`src/rtl/osel_pkg.sv`:
```
package osel_pkg;

    localparam int unsigned RND_W = 16;
    localparam logic [RND_W-1:0] RND_SEED = 16'hACE1;
    localparam logic [RND_W-1:0] RND_POLY = 16'hB400;

    typedef enum logic {
        TRK_IDLE = 1'b0,
        TRK_BUSY = 1'b1
    } trk_state_e;

    // One step of a right-shifting Galois LFSR.
    function automatic logic [RND_W-1:0] rnd_step(input logic [RND_W-1:0] s);
        return s[0] ? ((s >> 1) ^ RND_POLY) : (s >> 1);
    endfunction

    // Mask with the w lowest bits set.
    function automatic logic [RND_W-1:0] low_mask(input int unsigned w);
        logic [RND_W-1:0] m;
        m = '0;
        for (int i = 0; i < RND_W; i++) begin
            if (i < w) m[i] = 1'b1;
        end
        return m;
    endfunction

endpackage

```
`src/rtl/osel_lfsr.sv`:
```
module osel_lfsr
    import osel_pkg::*;
(
    input  logic             clk,
    input  logic             rst,
    input  logic             adv,
    output logic [RND_W-1:0] rnd
);
    logic [RND_W-1:0] state;

    always_ff @(posedge clk) begin
        if (rst) begin
            state <= RND_SEED;
        end else if (adv) begin
            state <= rnd_step(state);
        end
    end

    assign rnd = state;
endmodule

```
`src/rtl/osel_interval.sv`:
```
module osel_interval
    import osel_pkg::*;
#(
    parameter int unsigned IVL_W      = 16,
    parameter int unsigned MAX_PERT_W = 8,
    localparam int unsigned PW_W      = $clog2(MAX_PERT_W + 1),
    localparam int unsigned CNT_W     = IVL_W + 1
) (
    input  logic             clk,
    input  logic             rst,
    input  logic             en,
    input  logic             dec_vld,
    input  logic [IVL_W-1:0] cfg_interval,
    input  logic [PW_W-1:0]  cfg_pert_w,
    input  logic [RND_W-1:0] rnd,
    output logic             hit,
    output logic             rnd_adv
);
    logic [CNT_W-1:0] cnt;
    logic [CNT_W-1:0] reload;
    logic [CNT_W-1:0] pert;
    logic [IVL_W-1:0] ivl_eff;
    logic [RND_W-1:0] pmask;
    int unsigned      pw_eff;

    always_comb begin
        pw_eff  = (int'(cfg_pert_w) > int'(MAX_PERT_W)) ? MAX_PERT_W : int'(cfg_pert_w);
        pmask   = low_mask(pw_eff);
        pert    = CNT_W'(rnd & pmask);
        ivl_eff = (cfg_interval == '0) ? IVL_W'(1) : cfg_interval;
        reload  = {1'b0, ivl_eff} + pert;
    end

    assign hit     = en && dec_vld && (cnt == CNT_W'(1));
    assign rnd_adv = !en || hit;

    always_ff @(posedge clk) begin
        if (rst || !en) begin
            cnt <= reload;
        end else if (hit) begin
            cnt <= reload;
        end else if (dec_vld) begin
            cnt <= cnt - CNT_W'(1);
        end
    end
endmodule

```
`src/rtl/osel_satcnt.sv`:
```
module osel_satcnt #(
    parameter int unsigned W = 8
) (
    input  logic         clk,
    input  logic         rst,
    input  logic         inc,
    output logic [W-1:0] q
);
    always_ff @(posedge clk) begin
        if (rst) begin
            q <= '0;
        end else if (inc && (q != '1)) begin
            q <= q + W'(1);
        end
    end
endmodule

```
`src/rtl/osel_tracker.sv`:
```
module osel_tracker
    import osel_pkg::*;
#(
    parameter int unsigned ID_W  = 6,
    parameter int unsigned EVT_W = 4,
    parameter int unsigned LAT_W = 10
) (
    input  logic             clk,
    input  logic             rst,
    input  logic             en,
    input  logic             hit,
    input  logic [ID_W-1:0]  dec_id,
    input  logic             ret_vld,
    input  logic [ID_W-1:0]  ret_id,
    input  logic [EVT_W-1:0] ret_evt,
    input  logic [LAT_W-1:0] cfg_min_lat,
    output logic             tag_vld,
    output logic [ID_W-1:0]  tag_id,
    output logic             smp_vld,
    output logic             disc_vld,
    output logic [ID_W-1:0]  smp_id,
    output logic [LAT_W-1:0] smp_lat,
    output logic [EVT_W-1:0] smp_evt,
    output logic             collide
);
    typedef struct packed {
        logic [ID_W-1:0]  id;
        logic [LAT_W-1:0] lat;
        logic [EVT_W-1:0] evt;
    } smp_rec_t;

    localparam logic [LAT_W-1:0] LAT_MAX = '1;

    trk_state_e       st;
    logic [ID_W-1:0]  trk_id;
    logic [LAT_W-1:0] lat;
    smp_rec_t         rec_d, rec_q;
    logic             retiring, free_slot, take, pass;

    always_comb begin
        retiring  = (st == TRK_BUSY) && ret_vld && (ret_id == trk_id);
        free_slot = (st == TRK_IDLE) || retiring;
        take      = hit && free_slot;
        collide   = hit && !free_slot;
        pass      = (lat >= cfg_min_lat);
        rec_d     = '{id: trk_id, lat: lat, evt: ret_evt};
    end

    always_ff @(posedge clk) begin
        if (rst || !en) begin
            st       <= TRK_IDLE;
            trk_id   <= '0;
            lat      <= '0;
            tag_vld  <= 1'b0;
            tag_id   <= '0;
            smp_vld  <= 1'b0;
            disc_vld <= 1'b0;
            rec_q    <= '0;
        end else begin
            tag_vld  <= take;
            smp_vld  <= retiring && pass;
            disc_vld <= retiring && !pass;
            if (take) tag_id <= dec_id;
            if (retiring) rec_q <= rec_d;
            if (take) begin
                st     <= TRK_BUSY;
                trk_id <= dec_id;
                lat    <= LAT_W'(1);
            end else if (retiring) begin
                st <= TRK_IDLE;
            end else if ((st == TRK_BUSY) && (lat != LAT_MAX)) begin
                lat <= lat + LAT_W'(1);
            end
        end
    end

    assign smp_id  = rec_q.id;
    assign smp_lat = rec_q.lat;
    assign smp_evt = rec_q.evt;
endmodule

```
`src/rtl/op_sample_sel.sv`:
```
module op_sample_sel
    import osel_pkg::*;
#(
    parameter int unsigned IVL_W      = 16,
    parameter int unsigned MAX_PERT_W = 8,
    parameter int unsigned ID_W       = 6,
    parameter int unsigned EVT_W      = 4,
    parameter int unsigned LAT_W      = 10,
    parameter int unsigned COL_W      = 8,
    localparam int unsigned PW_W      = $clog2(MAX_PERT_W + 1)
) (
    input  logic             clk,
    input  logic             rst,
    input  logic             en,
    input  logic [IVL_W-1:0] cfg_interval,
    input  logic [PW_W-1:0]  cfg_pert_w,
    input  logic [LAT_W-1:0] cfg_min_lat,
    input  logic             dec_vld,
    input  logic [ID_W-1:0]  dec_id,
    input  logic             ret_vld,
    input  logic [ID_W-1:0]  ret_id,
    input  logic [EVT_W-1:0] ret_evt,
    output logic             tag_vld,
    output logic [ID_W-1:0]  tag_id,
    output logic             smp_vld,
    output logic             disc_vld,
    output logic [ID_W-1:0]  smp_id,
    output logic [LAT_W-1:0] smp_lat,
    output logic [EVT_W-1:0] smp_evt,
    output logic [COL_W-1:0] col_cnt
);
    logic [RND_W-1:0] rnd;
    logic             rnd_adv;
    logic             hit;
    logic             collide;

    osel_lfsr u_lfsr (
        .clk (clk),
        .rst (rst),
        .adv (rnd_adv),
        .rnd (rnd)
    );

    osel_interval #(
        .IVL_W      (IVL_W),
        .MAX_PERT_W (MAX_PERT_W)
    ) u_interval (
        .clk          (clk),
        .rst          (rst),
        .en           (en),
        .dec_vld      (dec_vld),
        .cfg_interval (cfg_interval),
        .cfg_pert_w   (cfg_pert_w),
        .rnd          (rnd),
        .hit          (hit),
        .rnd_adv      (rnd_adv)
    );

    osel_tracker #(
        .ID_W  (ID_W),
        .EVT_W (EVT_W),
        .LAT_W (LAT_W)
    ) u_tracker (
        .clk         (clk),
        .rst         (rst),
        .en          (en),
        .hit         (hit),
        .dec_id      (dec_id),
        .ret_vld     (ret_vld),
        .ret_id      (ret_id),
        .ret_evt     (ret_evt),
        .cfg_min_lat (cfg_min_lat),
        .tag_vld     (tag_vld),
        .tag_id      (tag_id),
        .smp_vld     (smp_vld),
        .disc_vld    (disc_vld),
        .smp_id      (smp_id),
        .smp_lat     (smp_lat),
        .smp_evt     (smp_evt),
        .collide     (collide)
    );

    osel_satcnt #(
        .W (COL_W)
    ) u_colcnt (
        .clk (clk),
        .rst (rst),
        .inc (collide),
        .q   (col_cnt)
    );
endmodule

```
`config.mk`:
```
export PLATFORM = sky130hd
export DESIGN_NAME = op_sample_sel
export DESIGN_NICKNAME = d
export VERILOG_FILES = /design/src/rtl/osel_pkg.sv /design/src/rtl/osel_lfsr.sv /design/src/rtl/osel_interval.sv /design/src/rtl/osel_satcnt.sv /design/src/rtl/osel_tracker.sv /design/src/rtl/op_sample_sel.sv
export SDC_FILE = /design/constraint.sdc
export NUM_CORES = 1
export LEC_CHECK = 0
export CAP_MARGIN = 20
export CORE_MARGIN = 5
export CORE_UTILIZATION = 40
export DETAILED_ROUTE_END_ITERATION = 10
export PLACE_DENSITY_LB_ADDON = 0.08
export SLEW_MARGIN = 0
export SYNTH_ARGS = -nofsm -noshare
export SYNTH_HDL_FRONTEND = slang
export SYNTH_SLANG_ARGS = --single-unit
```
`constraint.sdc`:
```
create_clock -name clk -period 2.8 [get_ports clk]
set_clock_uncertainty 0.2 [all_clocks]
set_input_delay 0.56 -clock clk [delete_from_list [all_inputs] [get_ports clk]]
set_output_delay 0.56 -clock clk [all_outputs]
set_load 0.1 [all_outputs]
```
* Word-level counts from Yosys, hierarchy flattened
Index checks and enable logic that the tools add are counted.
Operators by class: add/subtract/negate cells 4, mux-type cells 27, bitwise gates (word level) 4, reductions and logical operators 23, $lt $le $gt $ge 18, equal/unequal tests 5
Operators by type and width (number):
- 4-bit by 32-bit < comparator with 1-bit output (first input constant) | 8
- 3-bit by 32-bit < comparator with 1-bit output (first input constant) | 4
- 1-bit by 32-bit < comparator with 1-bit output (first input constant) | 2
- 2-bit by 32-bit < comparator with 1-bit output (first input constant) | 2
- 17-bit two-way mux | 3
- 16-bit two-way mux | 2
- 1-bit two-way mux | 21
- 16-bit by 17-bit adder with 17-bit output | 1
- 17-bit by 1-bit equality test with 1-bit output (second input constant) | 1
- 17-bit by 1-bit subtractor with 17-bit output (second input constant) | 1
- 16-bit AND | 1
- 16-bit zero test | 1
- 10-bit by 1-bit adder with 10-bit output (second input constant) | 1
- 10-bit >= comparator | 1
- 1-bit logical AND | 10
- 10-bit inequality test (second input constant) | 1
- 8-bit by 1-bit adder with 8-bit output (second input constant) | 1
- 8-bit inequality test (second input constant) | 1
- 6-bit equality test | 1
- 4-bit greater-than comparator (second input constant) | 1
- 4-bit two-way mux | 1
- 3-bit NOT with 4-bit output | 1
- 2-bit AND reduction | 2
- 2-bit nonzero test | 2
- other kinds (6) | 11
Storage, ports and cells: register bits after elaboration 81, input port bits 51, word-level logic and storage cells 94, output and inout bits 37

* Depth between registers and ports, before layout
word-level depth 8, gate-level depth with buffers 11, mapped depth without buffers 11

* By module
Synthesis repeated with hierarchy kept, for this count alone.
Unflattened totals: cell total of the unflattened synthesis 552, area total of the unflattened synthesis 4997.3 um2
Modules (own cells, without submodules):
- osel_tracker | area an instance 1995.7 um2, cells an instance 228, times used 1, sequential area each 800.8 um2
- osel_interval | area an instance 1940.6 um2, cells an instance 222, times used 1, sequential area each 510.5 um2
- osel_lfsr | area an instance 630.6 um2, cells an instance 56, times used 1, sequential area each 320.3 um2
- osel_satcnt | area an instance 430.4 um2, cells an instance 46, times used 1, sequential area each 160.2 um2

* Worst setup path before layout
No wires, ideal clock.
path kind input-to-reg, start in cfg_pert_w[3], end reg u_interval.cnt[15], data pin, path buffers 1, cell stages on the path 10, data required time 2.332 ns, setup slack -0.203 ns, arrival 2.535 ns, setup time 0.268 ns, cell sequence clkbuf_1 > o31ai_1 > inv_1 > ha_1 > a21oi_1 > o211a_1 > a311oi_1 > o22ai_1 > xor2_1 > mux2i_1
Between the ends: word-level cells in the longest chain between the ends 8, elaborated cells between the ends (all ways) 38, those cells by class 1 x add/sub; 17 x order compare; 19 x mux; 1 x bitwise
Ends and longest elaborated chain:
- start, declared | RTL line op_sample_sel.sv:16 | input logic [PW_W-1:0] cfg_pert_w,
- 4-bit greater-than comparator | RTL line osel_interval.sv:27 | pw_eff = (int'(cfg_pert_w) > int'(MAX_PERT_W)) ? MAX_PERT_W : int'(cfg_pert_w);
- 4-bit two-way mux (*) | RTL line osel_interval.sv:27
- 1-bit by 32-bit < comparator with 1-bit output (tied with other cells) | RTL line osel_pkg.sv:22 | if (i < w) m[i] = 1'b1;
- 1-bit two-way mux | RTL line osel_pkg.sv:22
- 16-bit AND (*) | RTL line osel_interval.sv:29 | pert = CNT_W'(rnd & pmask);
- 16-bit by 17-bit adder with 17-bit output (*) | RTL line osel_interval.sv:31 | reload = {1'b0, ivl_eff} + pert;
- 17-bit two-way mux | RTL line osel_interval.sv:40 | end else if (hit) begin
- 17-bit two-way mux (*) | RTL line osel_interval.sv:38 | if (rst || !en) begin
- end signal, assigned | RTL line osel_interval.sv:39 | cnt <= reload;
- end signal, assigned | RTL line osel_interval.sv:41 | cnt <= reload;
- end signal, assigned | RTL line osel_interval.sv:43 | cnt <= cnt - CNT_W'(1);
- end, declared | RTL line osel_interval.sv:19 | logic [CNT_W-1:0] cnt;
Mark *: on every way between the ends. The rest lies on a longest branch, timed or not. A chain may end at the register's enable or synchronous reset.

* Worst setup path after layout
start reg u_interval.cnt[13], end reg u_colcnt.q[5]
Between the ends: word-level cells in the longest chain between the ends 4
Ends and longest elaborated chain:
- 17-bit by 1-bit equality test with 1-bit output | RTL line osel_interval.sv:34 | assign hit = en && dec_vld && (cnt == CNT_W'(1));
- 1-bit logical AND | RTL line osel_interval.sv:34
- 1-bit logical AND | RTL line osel_tracker.sv:44 | collide = hit && !free_slot;
- 1-bit logical AND | RTL line osel_satcnt.sv:12 | end else if (inc && (q != '1)) begin
- end signal, assigned | RTL line osel_satcnt.sv:13 | q <= q + W'(1);
- end, declared | RTL line osel_satcnt.sv:7 | output logic [W-1:0] q
No other way between the ends.

==> impl_metrics.tcl <==
set metrics [dict create \
    hold_viol 0 \
    critical_path_class "flip-flop to flip-flop" \
    post-route-period-util_pct 103 \
    crit_chain "or4_4 -> or3_4 -> or4_4 -> nor3b_4 -> nand4_1 -> mux2_1" \
    reg2reg_to "u_colcnt.q[5]" \
    synthCells 548 \
    wl_um 11700 \
    post-route-drc-count 0 \
    cp.arrival_ns 2.89 \
    seq_area_frac_synth_pct 38.2 \
    rsz0062_at_grt "true" \
    wl_per_cell_um 13.8 \
    pin_count 88 \
    fmax_mhz 348 \
    grt_max_degree 30 \
    insertion_delay_ns 0.34 \
    cp-end-kind "flip-flop" \
    power_per_cell_area_nw_per_um2 452 \
    synth_area_leader_cell "dfxtp_1" \
    crit_buf_inv 0 \
    cts_sinks 81 \
    yosys-top-cells-area "dfxtp_1, edfxtp_1, ha_1" \
    violations "setup timing" \
    cts_buffers 9 \
    setup_tns_ns -0.503 \
    crit_fanout 3 \
    grt_overflow_total 0 \
    swShare_pct 26.1 \
    synth_area_per_cell_um2 8.55 \
    h-tree-depth 3 \
    yosysWarnings 0 \
    synthArstFlopShare_pct 0 \
    cp.required_ns 2.82 \
    syn_area_um2 4690 \
    placement.io_buffers 87 \
    r2r_cells 6 \
    antenna_left 0 \
    drive_gt1_share_pct 27.2 \
    antenna_cells_inserted 0 \
    synth_edf_count 17 \
    ys_ff_latch 81 \
    power.clock.fraction_pct 36.5 \
    hp-class "flip-flop to flip-flop" \
    grt_pass1_vias 4130 \
    min_to "u_lfsr.rnd[9]" \
    cp-startpoint "u_interval.cnt[13]" \
    drt_iter0_drc 148 \
    core_um2 11500 \
    synth_ff_type "dfxtp_1" \
    crit_path_frequent_cell "or4_4" \
    num_vias 4295 \
    die_width_um 118 \
    grt_usage_pct 16.6 \
    switching_power_uw 794 \
    critPathMaxStageDelay_ns 0.56 \
    pre_cts_ws_ns -0.827 \
    cts_root_buf "clkbuf_16" \
    cts_tree "yes" \
    setup_slack_ns -0.0707 \
    seqPwrFrac_pct 43.6 \
    min_from "u_lfsr.rnd[9]" \
    dp.cells 823 \
    worstReg2RegStart "u_interval.cnt[13]" \
    combinationalPowerShare_pct 19.9 \
    cp_slowest_cell "or4_4" \
    drt-pass1-iter-count 4 \
    synth_top_area_share_pct 27.3 \
    drv_slew 0 \
    p_int_mw 2.25 \
    grt_pass1_wl_um 19500 \
    clockBufferDepth 2 \
    clk_pin_slew_ns 0.06 \
    min_path_cells 2 \
    finalCriticalPeriod_ns 2.87 \
    irDropWorstVdd_mv 0.335 \
    rows 39 \
    place_congestion 0.831 \
    finalSetupViolCount 18 \
    fp.dieH_um 118 \
    status "finished, violations left" \
    synth_cell_types 51 \
    max_cap_viol_count 0 \
    num-nets-final 785 \
    initial_core_util_pct 40.9 \
    dieArea_um2 14000 \
    antenna_found_initial 0 \
    cp-start-kind "flip-flop" \
    rrSetupSlack_ns -0.07 \
    area_delta_synth_final_pct 43.9 \
    dp_hpwl_um 8610 \
    p_leak_nw 2.95 \
    crit_family "simple AND/OR/NAND/NOR gates" \
    vias_per_cell 5.04 \
    finalNonFillerCells 852 \
]
[registers in the layout (all words and copies together) (netlist names)]
| register | count |
|---|---|
| u_tracker.st | 1 |
| u_tracker.smp_evt | 4 |
| u_tracker.smp_vld | 1 |
| u_tracker.smp_lat | 10 |
| u_interval.cnt | 17 |
| u_tracker.disc_vld | 1 |
| u_tracker.tag_vld | 1 |
| u_tracker.tag_id | 6 |
| u_lfsr.rnd | 16 |
| u_tracker.lat | 10 |
| u_tracker.smp_id | 6 |
| u_colcnt.q | 8 |
[kinds of logic (layout without fill, tap and decap cells)]
logic type,count (synthesis),after routing,synth area share [%]
adder cells (fa/ha/maj),30,30,8.17
other,1,7,0.0800
AND/OR/NAND/NOR,215,215,22.2
XOR/XNOR,40,40,7.48
flip-flops,81,81,38.2
buffers and inverters,58,213,4.67
AO/OA/AOI/OAI,97,97,13.5
multiplexers,26,26,5.66
[synthesized netlist by cell type (2+ instances only)]
| cell type | count |
|---|---|
| a211o_1 | 3 |
| mux2_1 | 2 |
| mux2_2 | 2 |
| nand4b_1 | 2 |
| dfxtp_1 | 64 |
| nand3b_1 | 8 |
| xor2_1 | 19 |
| nor2b_1 | 8 |
| a21oi_1 | 34 |
| nand3_1 | 9 |
| nand2_1 | 56 |
| or3_1 | 7 |
| o21a_1 | 6 |
| or4_4 | 2 |
| xnor2_1 | 21 |
| a22o_1 | 6 |
| and3_1 | 3 |
| o31ai_1 | 3 |
| nor3b_1 | 2 |
| o41ai_1 | 2 |
| a21o_1 | 3 |
| and2_1 | 3 |
| o21bai_1 | 3 |
| o41a_1 | 2 |
| a21boi_0 | 2 |
| inv_1 | 26 |
| clkbuf_1 | 31 |
| a211oi_1 | 7 |
| ha_1 | 29 |
| a31oi_1 | 4 |
| nor3_1 | 17 |
| mux2i_1 | 22 |
| nor4_1 | 10 |
| o21ai_0 | 15 |
| nand2b_1 | 10 |
| edfxtp_1 | 17 |
| nand4_1 | 4 |
| nor2_1 | 71 |
[layout by cell type (no fill, tap or decap), types with 11 or more instances in the layout]
master,count
a21oi_1,28
mux2i_1,22
nor2_1,68
o21ai_0,11
buf_4,111
clkbuf_16,13
nor3_1,15
dfxtp_1,64
ha_1,27
nand2_1,53
xor2_1,19
xnor2_1,21
clkdlybuf4s50_1,31
edfxtp_1,17
inv_1,25
[worst max path at each step]
stage                               to  slack (ns)  cells past startpoint
floorplan                u_colcnt.q[7]        -0.1                      6
global placement    u_interval.cnt[14]       -0.72                     12
detailed placement  u_interval.cnt[16]       -0.83                     12
CTS                      u_colcnt.q[1]       -0.08                      8
global route             u_colcnt.q[1]       -0.13                      8
finish                   u_colcnt.q[5]       -0.07                      6
[through the flow]
stage               total power [mW]  hold slack [ns]  area (um^2)  utilization, %
floorplan                       1.66            0.232         4760               -
global placement                1.89            0.241         6150            53.6
detailed placement              1.90            0.251         6150            53.6
CTS                             3.03            0.259         6520            56.8
global route                    3.21            0.277         6740            58.8
finish                          3.05            0.258         6740            58.8
[final cells by class]
| type | instances | area, um^2 |
|---|---|---|
| sequential | 81 | 1790 |
| timing repair buffer | 171 | 1470 |
| clock inverter | 4 | 25.0 |
| tap | 143 | 179 |
| fill | 1041 | 4720 |
| clock buffer | 12 | 258 |
| multi-input combinational | 415 | 2930 |
| inverter | 26 | 97.6 |
[worst reg2reg max path, stage by stage (launching register included)]
cell      delay (ns)
edfxtp_1        0.40
or4_4           0.56
or3_4           0.36
or4_4           0.53
nor3b_4         0.24
nand4_1         0.14
mux2_1          0.32
[power groups by stage]
stage	Sequential (mW)	Clock (mW)	Combinational, mW
floorplan	1.34	0	0.316
global placement	1.35	0	0.538
detailed placement	1.35	0	0.545
CTS	1.33	1.14	0.560
global route	1.33	1.20	0.675
finish	1.33	1.11	0.606
[layer usage]
layer,vias up,routed length (um),GRT usage (%)
met2,85,5870,28.4
met1,1993,5130,20.3
met4,0,156,5.66
met5,-,0,0
li1,2206,-,-
met3,11,554,4.25
[timing repair]
item | CTS | global route
hold buffers | 0 | 0
gates cloned | 1 | 3
endpoints found under the setup margin | 39 | 37
resized for setup | 72 | 43
pin swaps | 16 | 14
endpoints found under the hold margin | 0 | 0
setup buffers | 5 | 4
Power figures use the tool's default switching activity.
